$ cat config.mk
export PLATFORM = sky130hd
export DESIGN_NAME = strobed_link_fifo
export DESIGN_NICKNAME = d
export VERILOG_FILES = /design/src/rtl/lq_pkg.sv /design/src/rtl/lq_ctrl.sv /design/src/rtl/lq_store.sv /design/src/rtl/strobed_link_fifo.sv
export SDC_FILE = /design/constraint.sdc
export NUM_CORES = 2
export LEC_CHECK = 0
export BUFFER_PORTS_ARGS = -buffer_cell sky130_fd_sc_hd__buf_4
export CAP_MARGIN = 20
export CORE_UTILIZATION = 60
export CTS_BUF_LIST = sky130_fd_sc_hd__clkbuf_8 sky130_fd_sc_hd__clkbuf_16
export DETAILED_ROUTE_END_ITERATION = 7
export GPL_ROUTABILITY_DRIVEN = 0
export HOLD_SLACK_MARGIN = 0.03
export PLACE_DENSITY = 0.79
export REMOVE_ABC_BUFFERS = 1
export SLEW_MARGIN = 40
export SYNTH_ARGS = -nofsm -noshare
export SYNTH_HDL_FRONTEND = slang
export SYNTH_SLANG_ARGS = --single-unit
$ cat constraint.sdc
create_clock -name clk -period 4.3 [get_ports clk]
set_input_delay 0.43 -clock clk [delete_from_list [all_inputs] [get_ports clk]]
set_output_delay 0.43 -clock clk [all_outputs]
set_load 0.1 [all_outputs]
$ cat src/rtl/lq_pkg.sv
package lq_pkg;
  localparam int unsigned LQ_DEF_DEPTH = 128;
  localparam int unsigned LQ_DEF_WIDTH = 32;

  typedef struct packed {
    logic ovf;
    logic unf;
  } lq_err_t;
endpackage

$ cat src/rtl/lq_ctrl.sv
module lq_ctrl
  import lq_pkg::*;
#(
  parameter int unsigned DEPTH = LQ_DEF_DEPTH
) (
  input  logic                       clk,
  input  logic                       rst_n,
  input  logic                       up_tag,
  input  logic                       deq_req,
  input  logic                       err_clear,
  output logic                       wr_en,
  output logic                       rd_en,
  output logic [$clog2(DEPTH)-1:0]   wr_addr,
  output logic [$clog2(DEPTH)-1:0]   rd_addr,
  output logic                       q_empty,
  output logic                       q_full,
  output lq_err_t                    err
);
  localparam int unsigned AW = $clog2(DEPTH);
  localparam int unsigned CW = $clog2(DEPTH + 1);
  localparam bit          POW2 = ((DEPTH & (DEPTH - 1)) == 0);

  logic [AW-1:0] wp_q, rp_q, wp_nx, rp_nx;
  logic [CW-1:0] cnt_q;
  lq_err_t       err_q;

  assign q_empty = (cnt_q == '0);
  assign q_full  = (cnt_q == CW'(DEPTH));

  // a read is taken only when a word exists; a write also fits when the
  // same cycle frees a slot
  assign rd_en = deq_req && !q_empty;
  assign wr_en = up_tag && (!q_full || rd_en);

  generate
    if (POW2) begin : g_wrap_free
      assign wp_nx = wp_q + AW'(1);
      assign rp_nx = rp_q + AW'(1);
    end else begin : g_wrap_cmp
      assign wp_nx = (wp_q == AW'(DEPTH - 1)) ? '0 : wp_q + AW'(1);
      assign rp_nx = (rp_q == AW'(DEPTH - 1)) ? '0 : rp_q + AW'(1);
    end
  endgenerate

  always_ff @(posedge clk) begin
    if (!rst_n) begin
      wp_q  <= '0;
      rp_q  <= '0;
      cnt_q <= '0;
    end else begin
      if (wr_en) wp_q <= wp_nx;
      if (rd_en) rp_q <= rp_nx;
      if (wr_en && !rd_en)      cnt_q <= cnt_q + CW'(1);
      else if (rd_en && !wr_en) cnt_q <= cnt_q - CW'(1);
    end
  end

  // sticky error flags: a new event outranks the clear
  always_ff @(posedge clk) begin
    if (!rst_n) begin
      err_q <= '0;
    end else begin
      if (up_tag && !wr_en)        err_q.ovf <= 1'b1;
      else if (err_clear)          err_q.ovf <= 1'b0;
      if (deq_req && q_empty)      err_q.unf <= 1'b1;
      else if (err_clear)          err_q.unf <= 1'b0;
    end
  end

  assign wr_addr = wp_q;
  assign rd_addr = rp_q;
  assign err     = err_q;

  // idle cycles leave the occupancy alone
  a_r2_idle_stable: assert property (@(posedge clk) disable iff (!rst_n)
    (!up_tag && !deq_req) |=> $stable(cnt_q));
  // write into a full queue without a read is refused and flagged
  a_r4_drop_flags: assert property (@(posedge clk) disable iff (!rst_n)
    (up_tag && q_full && !deq_req) |=> (err.ovf && q_full));
  // write plus read on a full queue keeps it full without an error
  a_r5_full_swap: assert property (@(posedge clk) disable iff (!rst_n)
    (up_tag && deq_req && q_full && !err.ovf) |=> (q_full && !err.ovf));
  // read on empty sets underflow
  a_r6_unf_set: assert property (@(posedge clk) disable iff (!rst_n)
    (deq_req && q_empty) |=> err.unf);
  // a clear with no new event empties both flags
  a_r8_clear: assert property (@(posedge clk) disable iff (!rst_n)
    (err_clear && !(up_tag && q_full && !deq_req) && !(deq_req && q_empty))
      |=> (!err.ovf && !err.unf));
  // never both empty and full
  a_r3_status_excl: assert property (@(posedge clk) disable iff (!rst_n)
    !(q_empty && q_full));
endmodule

$ cat src/rtl/lq_store.sv
module lq_store
  import lq_pkg::*;
#(
  parameter int unsigned DEPTH = LQ_DEF_DEPTH,
  parameter int unsigned WIDTH = LQ_DEF_WIDTH
) (
  input  logic                     clk,
  input  logic                     rst_n,
  input  logic                     wr_en,
  input  logic [$clog2(DEPTH)-1:0] wr_addr,
  input  logic [WIDTH-1:0]         wr_data,
  input  logic                     rd_en,
  input  logic [$clog2(DEPTH)-1:0] rd_addr,
  output logic [WIDTH-1:0]         rd_data
);
  logic [WIDTH-1:0] mem [DEPTH];
  logic [WIDTH-1:0] rd_q;

  always_ff @(posedge clk) begin
    if (wr_en) mem[wr_addr] <= wr_data;
  end

  always_ff @(posedge clk) begin
    if (!rst_n)     rd_q <= '0;
    else if (rd_en) rd_q <= mem[rd_addr];
  end

  assign rd_data = rd_q;

  // output register moves only on an accepted read
  a_r7_hold_idle: assert property (@(posedge clk) disable iff (!rst_n)
    !rd_en |=> $stable(rd_data));
endmodule

$ cat src/rtl/strobed_link_fifo.sv
module strobed_link_fifo
  import lq_pkg::*;
#(
  parameter int unsigned DEPTH = LQ_DEF_DEPTH,
  parameter int unsigned WIDTH = LQ_DEF_WIDTH
) (
  input  logic             clk,
  input  logic             rst_n,
  input  logic             up_tag,
  input  logic [WIDTH-1:0] up_word,
  input  logic             deq_req,
  output logic [WIDTH-1:0] rd_word,
  output logic             q_empty,
  output logic             q_full,
  input  logic             err_clear,
  output logic             err_overflow,
  output logic             err_underflow
);
  localparam int unsigned AW = $clog2(DEPTH);

  logic          wr_en, rd_en;
  logic [AW-1:0] wr_addr, rd_addr;
  lq_err_t       err;

  lq_ctrl #(.DEPTH(DEPTH)) u_ctrl (
    .clk       (clk),
    .rst_n     (rst_n),
    .up_tag    (up_tag),
    .deq_req   (deq_req),
    .err_clear (err_clear),
    .wr_en     (wr_en),
    .rd_en     (rd_en),
    .wr_addr   (wr_addr),
    .rd_addr   (rd_addr),
    .q_empty   (q_empty),
    .q_full    (q_full),
    .err       (err)
  );

  lq_store #(.DEPTH(DEPTH), .WIDTH(WIDTH)) u_store (
    .clk     (clk),
    .rst_n   (rst_n),
    .wr_en   (wr_en),
    .wr_addr (wr_addr),
    .wr_data (up_word),
    .rd_en   (rd_en),
    .rd_addr (rd_addr),
    .rd_data (rd_word)
  );

  assign err_overflow  = err.ovf;
  assign err_underflow = err.unf;

  // simultaneous write and read on empty leaves exactly one word
  a_r9_empty_pair: assert property (@(posedge clk) disable iff (!rst_n)
    (up_tag && deq_req && q_empty) |=> (!q_empty && err_underflow && $stable(rd_word)));
endmodule

==> out/metrics.cfg <==
[die]
num_rows = 188
die_h_um = 517
initial_utilization = 0.605
die_area_sq_um = 267000
fp.coreArea_sq_um = 263000
ioPinCount = 73
die_w_um = 517

[global_route]
grt-ovfl-total = 0
grt_use_total = 0.339
grt_max_degree = 98
grt_pass1_wl_mm = 626
antenna_found_initial = 26
grt_pass1_vias = 84022

[sta]
fin_worst_skew_ns = 0.108
timing.final.max_slew_violations = 0
grt_setup_unrepaired = no
hold_ws_ns = 0.279
clock.fmax_mhz = 240
max_slew_margin = 0.211
min_period_ns = 4.17
finalSetupViolCount = 0
period_share = 0.969
hold_violations = 0
tightest_slew_ns = 1.18

[placement]
placed_cell_area_sq_um = 167000
hpwl_mm = 245
io_buffer_count = 72

[clock_network]
ctsLongestPathBuffers = 4
clk_latency_ns = 1.02
clk_pin_slew_ns = 0.06
cts_setup_buffers = 0
tritoncts = yes
clock-root-buffer = clkbuf_16
numCtsBuffers = 410
htree_levels = 5
cts.sinks = 4152

[min_path]
hp-class = in2reg

[setup_path]
slowest_stage = dfxtp_4
crit_required_ns = 5.13
critPathLaunchType = flip-flop
path_cells = buf_12 > mux4_2 > nand2_1 > a21oi_1 > a2111oi_1 > buf_4 > nor3_1 > buf_4 > a2111oi_2 > nor2_1
cp_max_fo = 49
worstSetupEndpointType = flip-flop
cpPeakStageDelay_ns = 0.82
path_common_cell = buf_4
worstSetupPathType = reg2reg
critPathArrivalTime_ns = 5.00

[routing]
firstDrtPassIters = 6
ant_nets = 0
drtIter0Drc = 13900
routed_wl_mm = 451
via_per_inst = 7.29
drc = 0
wl_per_cell_um = 38.9
vias = 84481

[cells_and_area]
mostFrequentLayoutCell = edfxtp_1
layout_common_cells = edfxtp_1, mux4_2, buf_4
area_growth_pct = 13.7
stdcell_area_sq_um = 181000
nNetsFinal = 7792
layout-drive-gt1-share = 0.281

[synth]
syn-cell-area_sq_um = 159000
synth-seq-area-share = 0.780
yosys-top-cells-area = edfxtp_1, mux4_2, mux2i_1
synthFlopType = edfxtp_1
yosys_register_bits = 4152
async_reset_ff_frac = 0
ys_types = 58
yosysTopAreaCellShare = 0.773
yosys.area.top_type = edfxtp_1
synth_edf_count = 4096
syn_avg_cell_area_sq_um = 22.2
ys_warn_count = 0
syn_inst = 7170

[job]
drv_cap = 0

[run_status]
status = finished, final reports clean

[pwr]
p_leak_nw = 56.2
p_per_area_nw_per_um2 = 519
vdd_drop_max_v = 0.000532

==> synth_stat cells (all sizes together), types with 6 or more instances <==
library cell  count
clkbuf          158
a21oi           129
nor2            227
ha               10
o211ai           30
nand2b            7
mux2             18
a211oi           95
dfxtp            56
and2              6
mux4            924
a22oi            97
nand2           181
inv              11
mux2i           404
a22o             14
buf             252
a221oi           21
edfxtp         4096
nor3             52
a31oi            12
o221ai           68
nand3            13
o21ai            58
xnor2             8
o22ai            75
a2111oi          51
o31ai            13
xor2              7
nor2b            39
==> state kept, by name, summed over array words and instances, names as in the netlist <==
register,flops
u_ctrl.rd_addr,7
u_store.rd_data,32
u_ctrl.cnt_q,8
u_ctrl.err,2
u_ctrl.wr_addr,7
u_store.mem,4096
==> worst paths after layout <==
path	slack (ns)	to	from	depth (start not counted)
hold reg to reg	0.51	u_ctrl.cnt_q[7]$_SDFFE_PN0P_	u_ctrl.cnt_q[7]$_SDFFE_PN0P_	2
setup reg to reg	0.13	u_store.rd_data[19]$_SDFFE_PN0P_	u_ctrl.rd_addr[0]$_SDFFE_PN0P_	10
setup / recovery	0.13	u_store.rd_data[19]$_SDFFE_PN0P_	u_ctrl.rd_addr[0]$_SDFFE_PN0P_	10
hold / removal	0.28	u_ctrl.err[0]$_SDFFE_PN0P_	err_clear	5
==> per-layer routing <==
layer / global-route usage / routed length [um]
met5: 0 / 119
met4: 0.193 / 30000
met3: 0.0892 / 61800
met2: 0.522 / 211000
met1: 0.444 / 148000
==> what timing repair did <==
| action | CTS | global route |
|---|---|---|
| hold buffers | 31 | 6 |
| setup endpoints to repair | 0 | 1 |
| gates resized for setup | 0 | 1 |
| endpoints found under the hold margin | 1083 | 395 |
==> power by group <==
part	total [mW]	switching, mW	internal (mW)
clock network	35.0	15.0	20.0
logic	13.7	7.81	5.92
registers	45.1	0.428	44.7
==> per-stage QoR <==
step / util / setup WS (ns) / TNS [ns] / total power [mW] / std cells
global route: 0.687 / 0.0399 / 0 / 95.8 / 11581
detailed placement: 0.636 / 0.300 / 0 / 59.2 / 10804
finish: 0.687 / 0.133 / 0 / 93.8 / 11592
floorplan: - / -48.69 / -1801.26 / 53.7 / 6760
global placement: 0.635 / 0.132 / 0 / 58.9 / 10800
CTS: 0.686 / 0.187 / 0 / 93.7 / 11566
==> worst max-delay path: cells and delay by family (launching register included) <==
family | cells | cell delay [ns]
AND/OR/NAND/NOR | 3 | 0.26
AO/OA/AOI/OAI | 3 | 1.45
buffers and inverters | 3 | 0.86
multiplexers | 1 | 0.56
flip-flops | 1 | 0.82
==> final cells by class <==
type	instances	area, sq um
Antenna cell	14	35.0
Clock buffer	426	10500
Clock inverter	305	2430
Fill cell	14887	82200
Inverter	11	48.8
Multi-Input combinational cell	2597	33700
Sequential cell	4152	124000
Tap cell	3515	4400
Timing Repair Buffer	572	5500
==> cell families (layout without fill, tap and decap cells) <==
kind of cell / Yosys count / in the layout / synth area share
other: 0 / 14 / 0
AO/OA/AOI/OAI: 681 / 681 / 0.0305
multiplexers: 1346 / 1346 / 0.158
AND/OR/NAND/NOR: 544 / 544 / 0.0146
XOR/XNOR: 15 / 15 / 0.000826
buffers and inverters: 421 / 1314 / 0.0152
adder cells (fa/ha/maj): 11 / 11 / 0.000913
flip-flops: 4152 / 4152 / 0.780
Power figures use the tool's default switching activity.
